==> config.mk <==
export PLATFORM = sky130hd
export DESIGN_NAME = seq_grant_arbiter
export DESIGN_NICKNAME = d
export VERILOG_FILES = /design/src/rtl/arb_pkg.sv /design/src/rtl/arb_rank_pick.sv /design/src/rtl/arb_rotate_flag.sv /design/src/rtl/seq_grant_arbiter.sv
export SDC_FILE = /design/constraint.sdc
export NUM_CORES = 1
export LEC_CHECK = 0
export ABC_CLOCK_PERIOD_IN_PS = 1300
export BUFFER_PORTS_ARGS = -buffer_cell sky130_fd_sc_hd__buf_2
export CAP_MARGIN = 20
export CORE_AREA = 5 5 42 44
export DETAILED_ROUTE_END_ITERATION = 12
export DIE_AREA = 0 0 47 49
export HOLD_SLACK_MARGIN = 0.08
export PLACE_DENSITY = 0.36
export RECOVER_POWER = 100
export SYNTH_ARGS = -nofsm -noshare
export SYNTH_HDL_FRONTEND = slang
export SYNTH_SLANG_ARGS = --single-unit
==> constraint.sdc <==
create_clock -name clk_i -period 1.3 [get_ports clk_i]
set_clock_uncertainty 0.15 [all_clocks]
set_input_delay 0.13 -clock clk_i [delete_from_list [all_inputs] [get_ports clk_i]]
set_output_delay 0.13 -clock clk_i [all_outputs]
set_load 0.005 [all_outputs]
==> src/rtl/arb_pkg.sv <==
package arb_pkg;

    // number of request sources and the width of a source index
    localparam int unsigned N_SRC  = 3;
    localparam int unsigned SRC_W  = $clog2(N_SRC);
    // number of ranking tables (normal and rotated)
    localparam int unsigned N_RANK = 2;

    typedef enum logic [SRC_W-1:0] {
        SRC_DMA     = 2'd0,
        SRC_REFRESH = 2'd1,
        SRC_CPU     = 2'd2
    } src_e;

    typedef logic [N_SRC-1:0]                  src_vec_t;
    typedef logic [N_SRC-1:0][SRC_W-1:0]       rank_t;

    // element [0] of a rank_t is the highest ranked source
    localparam rank_t RANK_NORMAL  = '{SRC_CPU, SRC_REFRESH, SRC_DMA};
    localparam rank_t RANK_ROTATED = '{SRC_DMA, SRC_CPU, SRC_REFRESH};

    localparam int unsigned SEL_NORMAL  = 0;
    localparam int unsigned SEL_ROTATED = 1;

    localparam logic [N_RANK-1:0][N_SRC-1:0][SRC_W-1:0] RANK_TABLE =
        '{RANK_ROTATED, RANK_NORMAL};

endpackage

==> src/rtl/arb_rank_pick.sv <==
module arb_rank_pick
    import arb_pkg::*;
#(
    parameter rank_t RANK = RANK_NORMAL
) (
    input  src_vec_t req_i,
    output src_vec_t pick_o
);

    typedef struct packed {
        src_vec_t pick;
        logic     found;
    } pick_s;

    pick_s p_d;

    always_comb begin
        p_d = '0;
        for (int r = 0; r < N_SRC; r++) begin
            if (!p_d.found && req_i[RANK[r]]) begin
                p_d.pick[RANK[r]] = 1'b1;
                p_d.found         = 1'b1;
            end
        end
    end

    assign pick_o = p_d.pick;

endmodule

==> src/rtl/arb_rotate_flag.sv <==
module arb_rotate_flag (
    input  logic clk_i,
    input  logic rst_ni,
    input  logic arm_i,
    input  logic consume_i,
    output logic armed_o
);

    typedef struct packed {
        logic armed;
    } flag_s;

    flag_s f_d, f_q;

    always_comb begin
        f_d = f_q;
        if (arm_i) begin
            f_d.armed = 1'b1;
        end else if (consume_i) begin
            f_d.armed = 1'b0;
        end
    end

    always_ff @(posedge clk_i or negedge rst_ni) begin
        if (!rst_ni) begin
            f_q <= '0;
        end else begin
            f_q <= f_d;
        end
    end

    assign armed_o = f_q.armed;

    // arming happens only while busy, consumption only while free
    p_arm_consume_excl_r5: assert property (@(posedge clk_i) disable iff (!rst_ni)
        !(arm_i && consume_i));

    p_arm_sets_r4: assert property (@(posedge clk_i) disable iff (!rst_ni)
        arm_i |=> armed_o);

    p_consume_clears_r5: assert property (@(posedge clk_i) disable iff (!rst_ni)
        consume_i |=> !armed_o);

    p_flag_keeps_r6: assert property (@(posedge clk_i) disable iff (!rst_ni)
        (!arm_i && !consume_i) |=> $stable(armed_o));

endmodule

==> src/rtl/seq_grant_arbiter.sv <==
module seq_grant_arbiter
    import arb_pkg::*;
(
    input  logic       clk_i,
    input  logic       rst_ni,
    input  logic [2:0] req_i,
    input  logic       done_i,
    output logic [2:0] gnt_o
);

    typedef struct packed {
        logic     busy;
        src_vec_t gnt;
    } arb_s;

    arb_s s_d, s_q;

    src_vec_t                picks [N_RANK];
    logic                    armed;
    logic                    issue;
    logic                    dma_done;
    src_vec_t                winner;

    // one picker per ranking table
    for (genvar g = 0; g < N_RANK; g++) begin : g_pick
        arb_rank_pick #(
            .RANK (RANK_TABLE[g])
        ) u_pick (
            .req_i  (req_i),
            .pick_o (picks[g])
        );
    end

    assign winner   = armed ? picks[SEL_ROTATED] : picks[SEL_NORMAL];
    assign issue    = !s_q.busy && (req_i != '0);
    assign dma_done = s_q.busy && done_i && s_q.gnt[SRC_DMA];

    arb_rotate_flag u_flag (
        .clk_i     (clk_i),
        .rst_ni    (rst_ni),
        .arm_i     (dma_done),
        .consume_i (issue),
        .armed_o   (armed)
    );

    always_comb begin
        s_d = s_q;
        if (s_q.busy) begin
            if (done_i) begin
                s_d.busy = 1'b0;
                s_d.gnt  = '0;
            end
        end else if (issue) begin
            s_d.busy = 1'b1;
            s_d.gnt  = winner;
        end
    end

    always_ff @(posedge clk_i or negedge rst_ni) begin
        if (!rst_ni) begin
            s_q <= '0;
        end else begin
            s_q <= s_d;
        end
    end

    assign gnt_o = s_q.gnt;

    p_gnt_onehot_r2: assert property (@(posedge clk_i) disable iff (!rst_ni)
        $onehot0(gnt_o));

    p_gnt_hold_r7: assert property (@(posedge clk_i) disable iff (!rst_ni)
        (gnt_o != '0 && !done_i) |=> $stable(gnt_o));

    p_gnt_release_r10: assert property (@(posedge clk_i) disable iff (!rst_ni)
        (gnt_o != '0 && done_i) |=> (gnt_o == '0));

    p_gnt_issue_r3: assert property (@(posedge clk_i) disable iff (!rst_ni)
        (gnt_o == '0 && req_i != '0) |=> ((gnt_o & $past(req_i)) != '0));

    p_idle_quiet_r6: assert property (@(posedge clk_i) disable iff (!rst_ni)
        (gnt_o == '0 && req_i == '0) |=> (gnt_o == '0));

endmodule

# [Word level (Yosys, flattened, before mapping)]
# Index checks and enable logic that the tools add are counted.
[word_totals] ff_bits=5 input_bits=6 word_cells=34
[op_classes] mux=14 eq_ne=1 n_reduce_logical=16
[op_table] op="$mux 4" n=3
[op_table] op="$mux 1" n=8
[op_table] op="$logic_and 1x1->1" n=7
[op_table] op="$logic_not 1->1" n=5
[op_table] op="$mux 2" n=2
[op_table] op="$reduce_bool 2->1" n=2
[op_table] op="$mux 3" n=1
[op_table] op="$reduce_bool 3->1" n=1
[op_table] op="$ne 2x2->1 const B" n=1
[op_table] op="$reduce_and 2->1" n=1

# [Depth between registers and ports, before layout]
[depth] ltp_word=10 depth_mapped=3 ltp_nobuf=3

# [Hierarchy]
# Synthesis repeated with hierarchy kept, for this count alone.
[unflattened] hier_cells=30 area_unflattened_um2=330.3
[modules_own_cells] mod="seq_grant_arbiter" cells_per_inst=21 n_inst=1 seq_area_each_um2=100.1 area_per_inst_um2=241.5
[modules_own_cells] mod="arb_rank_pick" cells_per_inst=3 n_inst=2 seq_area_each_um2=0.0 area_per_inst_um2=26.3
[modules_own_cells] mod="arb_rotate_flag" cells_per_inst=3 n_inst=1 seq_area_each_um2=25.0 area_per_inst_um2=36.3

# [Worst setup path before layout]
# No wires, ideal clock.
[synth_timing] kind="flip-flop to flip-flop" from="reg s_q[3] (netlist name)" to="reg s_q (netlist bit gnt_o[1])" setup_time_ns=0.064 arrival_time_ns=0.969 required_time_ns=1.086 n_path_buf=0 path_stages_with_launch=4 path_slack_ns=0.118 path_cell_list="dfrtp_1 > nor4_2 > nand2b_1 > a22o_2"
[synth_between] elab_chain_cells=4 word_cells_on_any_way=6
[synth_lines] item="start: declaration" line_no="seq_grant_arbiter.sv:16" source="arb_s s_d, s_q;"
[synth_lines] item="start signal: assignment" line_no="seq_grant_arbiter.sv:61" source="s_q <= '0;"
[synth_lines] item="start signal: assignment" line_no="seq_grant_arbiter.sv:63" source="s_q <= s_d;"
[synth_lines] item="$logic_not 1->1" line_no="seq_grant_arbiter.sv:35" source="assign issue = !s_q.busy && (req_i != '0);"
[synth_lines] item="$logic_and 1x1->1" line_no="seq_grant_arbiter.sv:35"
[synth_lines] item="$reduce_bool 2->1 (no line)"
[synth_lines] item="$reduce_and 2->1 (no line)"
# Parallel ways exist; a longest one is shown, timed or not.
# A chain may end at the register's enable or synchronous reset.

# [Worst setup path in the final report]
[layout_timing] from="in done_i" to="reg s_q (netlist bit gnt_o[1])"
[layout_between] elab_chain_cells=2
[layout_lines] item="start: declaration" line_no="seq_grant_arbiter.sv:7" source="input logic done_i,"
[layout_lines] item="$ne 2x2->1 (no line)"
[layout_lines] item="$reduce_and 2->1 (no line)"
# Every way passes these cells.

==> results.sh <==
export IMPL_run_status="finished clean"
export IMPL_drc=0
export IMPL_post_synth_num_cell_types=11
export IMPL_worst_setup_path_type="in -> reg"
export IMPL_synth_area_in_compound_gates=0.246
export IMPL_synth_seq_area_share=0.493
export IMPL_cts_root_buffer_cell="sky130_fd_sc_hd__clkbuf_4"
export IMPL_timing_final_setup_violations=0
export IMPL_drt_pre_antenna_iters=4
export IMPL_yosys_register_bits=5
export IMPL_grt_util_overall=0.0649
export IMPL_layout_nets=47
export IMPL_synth_yosys_warnings=0
export IMPL_grt_start_max_net_pins=7
export IMPL_dr_wl_met2_um=244
export IMPL_tritoncts="yes"
export IMPL_timing_setup_tns_ns=0
export IMPL_antenna_found_initial=0
export IMPL_syn_area_per_cell_um2=10.6
export IMPL_die_w_um=47
export IMPL_post_place_ws_ns=0.0943
export IMPL_dominant_cells_by_area_after_synthesis="sky130_fd_sc_hd__dfrtp_1 (49%), sky130_fd_sc_hd__buf_4 (8.9%), sky130_fd_sc_hd__a32o_1 (7.9%)"
export IMPL_max_slew_worst_pin_slew_ns=0.302
export IMPL_fp_row_count=14
export IMPL_detailroute_wirelength_met3_um=75
export IMPL_ant_nets=0
export IMPL_synthDominantCellAreaShare=0.493
export IMPL_cts_setup_buffers=0
export IMPL_synth_adder_area_share=0
export IMPL_worst_slew_margin_rel=0.797
export IMPL_critPathMaxFanout=3
export IMPL_met1_wire_length_um=294
export IMPL_clk_pin_slew_worst_paths_ns=0.05
export IMPL_final_layout_size_suffix_gt1_frac=0.275
export IMPL_i_o_pin_cnt=9
export IMPL_min_delay_path_class="in -> reg"
export IMPL_antenna_diode_count=0
export IMPL_h_tree_depth=1
export IMPL_route_detailed_wl_per_inst_um=11.6
export IMPL_drtIter0Drc=5
export IMPL_cp_top_family="buffers and inverters"
export IMPL_leakagePower_nw=0.178
export IMPL_finalHoldViolCount=0
export IMPL_synth_cell_area_um2=254
export IMPL_finalWeightedCongestion=0.799
export IMPL_routed_wirelength_um=652
export IMPL_totalPowerFinal_mw=0.463
export IMPL_timing_max_cap_violations=0
export IMPL_post_drt_via_cell_ratio=4.34
export IMPL_synth_simple_gate_area_share=0.128
export IMPL_muxShareOfSynthArea=0
export IMPL_post_synth_xor_area_fraction=0
export IMPL_die_height_um=49
export IMPL_design_die_area_um2=2300
export IMPL_fmaxAchievable_mhz=812
export IMPL_worst_ep_required_time_ns=1.29
export IMPL_post_route_min_period_ns=1.23
export IMPL_dp_hpwl_um=473
export IMPL_crit_slowest_cell="sky130_fd_sc_hd__dlygate4sd3_1"
export IMPL_io_buffer_count=8
export IMPL_synth_fp_nets=30
export IMPL_cp_arrival_ns=1.22
export IMPL_globalRouteOverflowTotal=0
export IMPL_placedInstanceArea_um2=299
export IMPL_clkLatencyLatePin_ns=0.25
export IMPL_floorplan_initialDensity=0.181
export IMPL_yosys_area_top_type="sky130_fd_sc_hd__dfrtp_1"
export IMPL_via_count_of_the_first_global_routing_pass=249
export IMPL_critPathLaunchType="primary input"
export IMPL_layout_setup_ws_ns=0.0684
export IMPL_endpoint_kind="register"
export IMPL_detailroute_via_count=243
export IMPL_finalCritPeriodShare=0.947
export IMPL_cts_sink_count=5
export IMPL_finalMaxSlewViolations=0
export IMPL_synth_top_family_by_area="compound AO/OA/AOI/OAI gates"
export IMPL_route_top_layer_used="met4"
export IMPL_fin_worst_hold_slack_ns=0.0610
export IMPL_number_of_clock_buffers_inserted_by_tritoncts=3
export IMPL_areaGrowthSynthToFinish_pct=49.8
export IMPL_cts_buffer_depth=2
export IMPL_worstPathCellList="dlygate4sd3_1 -> clkbuf_2 -> nand2b_4 -> nand2b_1 -> a22o_2"
export IMPL_n_fill_cell=157
export IMPL_floorplan_core_area_um2=1400
export IMPL_worst_path_largest_cell_delay_ns=0.52
export IMPL_ir_drop_mv=0.289
export IMPL_critPathBufInv=2
export IMPL_grt_first_pass_wirelength_um=1010
export IMPL_post_synth_inst_count=24
export IMPL_rsz0062_at_grt="false"
export IMPL_stdcell_area_um2=380
export IMPL_power_per_cell_area_nw_per_um2=1220
==> path summary, 6_finish.rpt <==
| kind | cells past startpoint | to | from | slack [ns] |
|---|---|---|---|---|
| max in group asynchronous | 3 | s_q[3] | rst_ni | 0.14 |
| setup reg to reg | 3 | gnt_o[0] | s_q[3] | 0.10 |
| hold reg to reg | 1 | gnt_o[2] | gnt_o[2] | 0.34 |
| setup / recovery | 5 | gnt_o[1] | done_i | 0.07 |
| min in group asynchronous | 3 | gnt_o[1] | rst_ni | 0.64 |
| hold / removal | 3 | u_flag.armed_o | req_i[0] | 0.06 |
==> power by group <==
part           switching (mW)  internal (mW)  total [mW]
Clock                  0.0743          0.117       0.191
Sequential             0.0141          0.175       0.189
Combinational          0.0382         0.0446      0.0828
Total                   0.127          0.337       0.463
==> state kept, by name, indices dropped and copies added, names as in the netlist <==
signal / count
gnt_o: 3
s_q: 1
u_flag.armed_o: 1
==> synth_stat cells <==
| cell type | number |
|---|---|
| sky130_fd_sc_hd__nand2b_1 | 2 |
| sky130_fd_sc_hd__o31ai_1 | 1 |
| sky130_fd_sc_hd__a21oi_1 | 3 |
| sky130_fd_sc_hd__inv_1 | 3 |
| sky130_fd_sc_hd__dfrtp_1 | 5 |
| sky130_fd_sc_hd__a22o_2 | 1 |
| sky130_fd_sc_hd__buf_4 | 3 |
| sky130_fd_sc_hd__a32o_1 | 2 |
| sky130_fd_sc_hd__o21ai_0 | 2 |
| sky130_fd_sc_hd__or4_1 | 1 |
| sky130_fd_sc_hd__nor4_2 | 1 |
==> logic make-up after synthesis <==
kind of cell | after synthesis
and+or+nand+nor | 4
buffers and inverters | 6
AOI/OAI and AO/OA | 9
DFF | 5
==> per-stage QoR <==
stage	util	cells
2_1_floorplan	-	24
3_3_place_gp	0.213	46
3_5_place_dp	0.213	46
4_1_cts	0.261	54
5_1_grt	0.271	56
6_report	0.271	56
==> area by class of cell <==
cell class / instances / area, um2 / area share
Clock buffer: 4 / 26.3 / 0.0691
Sequential cell: 5 / 125 / 0.329
Timing Repair Buffer: 15 / 101 / 0.266
Tap cell: 16 / 20.0 / 0.0526
Inverter: 3 / 11.3 / 0.0296
Multi-Input combinational cell: 13 / 96.3 / 0.253
==> timing repair <==
action / CTS / global route
hold buffers: 4 / 2
gates resized for setup: 0 / 1
endpoints found under the setup margin: 0 / 1
hold endpoints to repair: 10 / 2
==> placed cells by master (no fill, tap or decap) <==
| cell type | synthesis | routed |
|---|---|---|
| sky130_fd_sc_hd__a21oi_1 | 3 | 3 |
| sky130_fd_sc_hd__a22o_2 | 1 | 1 |
| sky130_fd_sc_hd__a32o_1 | 2 | 2 |
| sky130_fd_sc_hd__buf_2 | 0 | 5 |
| sky130_fd_sc_hd__clkbuf_1 | 0 | 4 |
| sky130_fd_sc_hd__clkbuf_2 | 0 | 1 |
| sky130_fd_sc_hd__clkbuf_4 | 0 | 3 |
| sky130_fd_sc_hd__dfrtp_1 | 5 | 5 |
| sky130_fd_sc_hd__dlygate4sd3_1 | 0 | 6 |
| sky130_fd_sc_hd__inv_1 | 3 | 3 |
| sky130_fd_sc_hd__nand2b_1 | 2 | 1 |
| sky130_fd_sc_hd__nand2b_4 | 0 | 1 |
| sky130_fd_sc_hd__nor4_1 | 0 | 1 |
| sky130_fd_sc_hd__o21ai_0 | 2 | 2 |
| sky130_fd_sc_hd__o31ai_1 | 1 | 1 |
| sky130_fd_sc_hd__or4_1 | 1 | 1 |
==> routing by layer <==
metal  GRT usage  vias up
met5           0        -
met4      0.0691        0
met3      0.0295        5
met2      0.0792       11
met1      0.0751      108
li1            -      119
==> tightest hold or removal path, stage by stage <==
cell and delay [ns]:
sky130_fd_sc_hd__buf_2 0.11, sky130_fd_sc_hd__or4_1 0.10, sky130_fd_sc_hd__o21ai_0 0.07
(Power assumes the default switching activity.)
